### src/rtl/adc_out_latch_pkg.sv
`timescale 1ns/1ps
package adc_out_latch_pkg;

    localparam int unsigned WORD_W = 10;

    typedef logic [WORD_W-1:0] word_t;

    // One pipeline slot: flags ride beside the sample they qualify.
    typedef struct packed {
        logic  valid;
        logic  blank;
        word_t code;
    } lane_t;

    function automatic lane_t lane_capture(input word_t smp, input logic blank_n);
        lane_t l;
        l.valid = 1'b1;
        l.blank = ~blank_n;
        l.code  = smp;
        return l;
    endfunction

    function automatic word_t shape_code(input lane_t l, input word_t level);
        return l.blank ? level : l.code;
    endfunction

endpackage

### src/rtl/aol_half_stage.sv
`timescale 1ns/1ps
module aol_half_stage
    import adc_out_latch_pkg::*;
(
    input  logic  clk,
    input  logic  rst,
    input  word_t sample_in,
    input  logic  blank_n,
    output lane_t q
);

    // Half-cycle part of the latency: capture on the falling edge.
    always_ff @(negedge clk) begin
        if (rst) begin
            q <= '0;
        end else begin
            q <= lane_capture(sample_in, blank_n);
        end
    end

endmodule

### src/rtl/aol_delay_line.sv
`timescale 1ns/1ps
module aol_delay_line
    import adc_out_latch_pkg::*;
#(
    parameter int unsigned DEPTH = 5
) (
    input  logic  clk,
    input  logic  rst,
    input  lane_t d_in,
    output lane_t q
);

    lane_t stg [DEPTH];

    for (genvar i = 0; i < DEPTH; i++) begin : g_stage
        if (i == 0) begin : g_head
            always_ff @(posedge clk) begin
                if (rst) stg[i] <= '0;
                else     stg[i] <= d_in;
            end
        end else begin : g_body
            always_ff @(posedge clk) begin
                if (rst) stg[i] <= '0;
                else     stg[i] <= stg[i-1];
            end
        end
    end

    assign q = stg[DEPTH-1];

    // the line fills from its head, so a valid tail implies a valid neighbour.
    if (DEPTH >= 2) begin : g_fill_chk
        assert_fill_order_R7: assert property (@(posedge clk) disable iff (rst)
            stg[DEPTH-1].valid |-> stg[DEPTH-2].valid)
            else $error("fill order broken");
    end

endmodule

### src/rtl/aol_out_stage.sv
`timescale 1ns/1ps
module aol_out_stage
    import adc_out_latch_pkg::*;
#(
    parameter word_t LEVEL = word_t'(32)
) (
    input  logic  clk,
    input  logic  rst,
    input  lane_t lane_in,
    input  logic  pwr_down,
    output word_t data_out,
    output logic  data_valid
);

    word_t code_q;
    logic  valid_q;

    always_ff @(posedge clk) begin
        if (rst) begin
            code_q  <= '0;
            valid_q <= 1'b0;
        end else begin
            code_q  <= shape_code(lane_in, LEVEL);
            valid_q <= lane_in.valid;
        end
    end

    // Power-down bypasses the register so it acts without delay.
    assign data_out   = pwr_down ? '0 : code_q;
    assign data_valid = valid_q;

    assert_blank_code_R2: assert property (@(posedge clk) disable iff (rst)
        lane_in.blank |=> (pwr_down || data_out == LEVEL))
        else $error("blank code wrong");

    assert_pass_data_R3: assert property (@(posedge clk) disable iff (rst)
        (lane_in.valid && !lane_in.blank) |=> (pwr_down || data_out == $past(lane_in.code)))
        else $error("pass-through data wrong");

    assert_valid_hold_R7: assert property (@(posedge clk) disable iff (rst)
        data_valid |=> data_valid)
        else $error("valid dropped");

endmodule

### src/rtl/adc_out_latch.sv
`timescale 1ns/1ps
module adc_out_latch
    import adc_out_latch_pkg::*;
#(
    parameter int unsigned FULL_STAGES = 5,
    parameter int unsigned BLANK_LEVEL = 32
) (
    input  logic              clk,
    input  logic              rst,
    input  logic [WORD_W-1:0] sample_in,
    input  logic              blank_n,
    input  logic              pwr_down,
    output logic [WORD_W-1:0] data_out,
    output logic              data_valid
);

    localparam word_t LEVEL = BLANK_LEVEL[WORD_W-1:0];

    lane_t half_q;
    lane_t tail_q;

    aol_half_stage u_half (
        .clk       (clk),
        .rst       (rst),
        .sample_in (sample_in),
        .blank_n   (blank_n),
        .q         (half_q)
    );

    aol_delay_line #(.DEPTH(FULL_STAGES)) u_line (
        .clk  (clk),
        .rst  (rst),
        .d_in (half_q),
        .q    (tail_q)
    );

    aol_out_stage #(.LEVEL(LEVEL)) u_out (
        .clk        (clk),
        .rst        (rst),
        .lane_in    (tail_q),
        .pwr_down   (pwr_down),
        .data_out   (data_out),
        .data_valid (data_valid)
    );

endmodule

### config.mk
export PLATFORM = sky130hd
export DESIGN_NAME = adc_out_latch
export DESIGN_NICKNAME = d
export VERILOG_FILES = /design/src/rtl/adc_out_latch_pkg.sv /design/src/rtl/aol_half_stage.sv /design/src/rtl/aol_delay_line.sv /design/src/rtl/aol_out_stage.sv /design/src/rtl/adc_out_latch.sv
export SDC_FILE = /design/constraint.sdc
export NUM_CORES = 1
export LEC_CHECK = 0
export ABC_AREA = 1
export CAP_MARGIN = 20
export CORE_UTILIZATION = 25
export CTS_CLUSTER_DIAMETER = 60
export DETAILED_ROUTE_END_ITERATION = 12
export DONT_BUFFER_PORTS = 1
export PLACE_DENSITY_LB_ADDON = 0.15
export SKIP_CTS_REPAIR_TIMING = 1
export SKIP_LAST_GASP = 1
export SYNTH_ARGS = -nofsm -noshare
export SYNTH_HDL_FRONTEND = slang
export SYNTH_SLANG_ARGS = --single-unit
### constraint.sdc
create_clock -name clk -period 0.8 [get_ports clk]
set_clock_uncertainty 0.1 [all_clocks]
set_input_delay 0.16 -clock clk [delete_from_list [all_inputs] [get_ports clk]]
set_output_delay 0.16 -clock clk [all_outputs]
set_load 0.1 [all_outputs]
Word level (Yosys, flattened, before mapping)
Memories as Yosys holds them, arrays and structs flattened.
Index checks and enable logic that the tools add are counted.

word-level totals
  word-level logic and storage cells = 25
  memories = 1
  output and inout port bits = 11
  register bits = 23
  bits of input ports = 14
  RAM bits = 60

cells by class
  bitwise operators = 6
  reduce and logical (&&, ||, !) cells = 1
  mux-type cells = 11

memories
  name        words  bits a word  rd ports  clocked after Yosys merged registers in  wr ports  RTL line              RTL
  u_line.stg  5      12           5         0                                        5         aol_delay_line.sv:13  lane_t stg [DEPTH];

operator list
  kind              number
  $mux W12          6
  $mux W10          1
  $mux W6           1
  $or A1 B1 Y1      5
  $mux W1           3
  $reduce_or A2 Y1  1
  $not A1 Y1        1

Logic depth before layout (Yosys ltp)
  word-level depth = 3
  depth in mapped cells = 3
  gate-level depth less buffers = 3

Hierarchy
Synthesis repeated with hierarchy kept, for this count alone.

second synthesis, totals
  cell total of the unflattened synthesis = 280
  area, all modules = 2476.1 um2

modules (own cells, without submodules)
  module          seq. area each (um2)  instances  area an instance (um2)  cells each
  aol_delay_line  1201.2                1          1730.4                  187
  aol_out_stage   220.2                 1          407.9                   57
  aol_half_stage  240.2                 1          337.8                   36

==> impl_results.md <==
* Vias at 1284
* Largest net degree at the start of global routing at 75
* Final Max Slew Viols at 0
* Routed WL per cell at slightly above 6 um
* Synth cell types at 7
* Port Buf Inserts at 0
* Combinational share of power at 0.017
* Die ar. at 0.01032 mm^2
* Initial DRC count at 78
* Flop pwr share at 0.593
* Setup CP Type: reg2out
* Peak VDD IR at 0.8715 mV
* First-pass GRT wire length at 5161 um
* PwrDens at 2331 mW/mm^2
* Lkg Pwr at 0.001272 uW
* Clock Latency Late Sink at about 0.38 ns
* CTS Sinks at 83
* Storage cell area at 0.001687 mm^2
* Die boundary height at 101.6 um
* Antenna violations before repair at 0
* Via density at between 2 and 3
* Boundary pin count at 25
* Post-layout nets at 318
* Syn avg cell area at 8.884 um^2
* WP data required at 0.54 ns
* Final ANT Viol Nets at 0
* Worst-Margin Slew at 0.2849 ns
* Period utilization at 1.564
* Placed cell area at 0.002826 mm^2
* Switching power at 1680 uW
* Hold Crit Class: in2reg
* Power Internal at 5497 uW
* #FFs+latches synth at 83
* CTS tree: done
* Clock-pin slew on the worst setup and hold paths at 0.08 ns
* Design area at 0.003079 mm^2
* Syn Inst Count at about 280
* CP Max Fanout at 1
* Clock power share at 0.390
* Final Util at 0.3270
* Sequential area share after synthesis at 0.6704
* Layout Area Growth over Synthesis at 24.23%
* Cells on worst reg2reg path at 2
* All-Layer GR Usage at 0.06764
* Startpoint types: register
* Drt total wl at 2659 um
* Core ar. at 0.009415 mm^2
* Critical path data arrival time at around 1 ns
* Clk root buf: clkbuf_8
* RSZ-0062 raised after global routing: yes
* Ys Warns at 0
* Commonest non-fill, non-tap cell in the layout: inv_1
* Die Wd at 101.6 um
* Gpl congestion at slightly above 0.6
* Final HPWL DP at 1409 um
* Vias in the first global route at 1206
* Max cap viols at 0
* Final hold violations at 62
* Initial core utilization at 0.2633
* Share of cells above drive strength 1 at 0.2427
* Worst Hold Path Cells at 1
* Synthesized area at 0.002479 mm^2
* Clk buf depth at 2
* Sw Share at 0.2340
* Status: finished, violations left
* Total power after layout at between 7000 and 8000 uW
* Pre-CTS setup slack at -0.1614 ns
* Most frequent cells in the layout: 91 x inv_1, 78 x nor2_1, 65 x dfxtp_1, 17 x dfxtp_2, 13 x inv_2
* Tmin final at 1.251 ns
* Slew margin rel. at 0.8110
* Fillers at around 990
* Worst-case hold slack at -0.2225 ns
* CTS Buf Count at 9
* Cell row count at 35
* # diodes at 0
* Final worst slack at -0.4512 ns
* Global route overflow at 0
* FMAX at 799.2 MHz
* Worst setup EP type: primary output
* Multi-input logic area at 459.2 um^2
* # setup viols final at 23
* DRC at 0
* DR pass1 iterations at 3
* # H-tree levels at 3
* Failing checks: negative hold slack, negative setup slack
* Syn_nets at approximately 290
[worst max-delay path: stages (launching register included)]
cell	delay (ns)
dfxtp_2	0.33
inv_2	0.04
nor2_4	0.11
buf_12	0.18
[routing by layer]
layer,share of wire,track usage,vias up
li1,-,-,792
met1,0.51,0.07702,453
met2,0.40,0.09200,32
met3,0.050,0.02622,7
met4,0.038,0.07358,0
met5,0,0,-
[worst paths after layout]
path | start | to | slack [ns]
hold reg to reg | u_line.stg[2][11]$_SDFF_PP0_ | u_line.stg[3][11]$_SDFF_PP0_ | 0.30
setup / recovery | u_out.code_q[6]$_SDFF_PP0_ | data_out[6] | -0.45
hold / removal | rst | u_line.stg[0][11]$_SDFF_PP0_ | -0.22
setup reg to reg | u_half.q[11]$_DFF_N_ | u_line.stg[0][11]$_SDFF_PP0_ | -0.21
[logic make-up after synthesis]
| kind of cell | count (synthesis) | synth area share |
|---|---|---|
| buffers and inverters | 102 | 0.1863 |
| AND/OR/NAND/NOR | 94 | 0.1434 |
| flip-flops | 83 | 0.6704 |
[through the flow]
stage / TNS [ns] / hold slack, ns / instances
after CTS: -7.447 / -0.2446 / 437
after global placement: -3.015 / 0.1323 / 410
after detailed placement: -3.097 / 0.1347 / 410
after floorplan: -7.111 / 0.2474 / 279
after global routing: -8.195 / -0.2558 / 438
final: -6.967 / -0.2225 / 438
[area by class of cell]
type / instances / share of cell area
clock buffers: 9 / 0.04023
clock inverters: 19 / 0.03088
inverters: 92 / 0.1121
multi-input cells: 95 / 0.1491
flip-flops and latches: 83 / 0.5477
well taps: 129 / 0.05242
repair buffers: 11 / 0.06745
[registers in the layout (all words and copies together) (netlist names)]
name,cells
u_out.code_q,10
u_out.data_valid,1
u_half.q,12
u_line.stg,60
[synth_stat cells (all sizes together)]
cell	n	area share
dfxtp	83	0.67
buf	2	0.0066
clkbuf	7	0.039
nor2	93	0.14
nand2	1	0.0025
inv	93	0.14
[power groups by stage]
stage	logic, uW	registers (uW)	clock network [uW]
global route	152	4260	3220
detailed placement	112	4340	99.8
global placement	111	4340	99.8
CTS	113	4250	2950
finish	123	4250	2800
floorplan	206	4340	99.8
(Power assumes the default switching activity.)
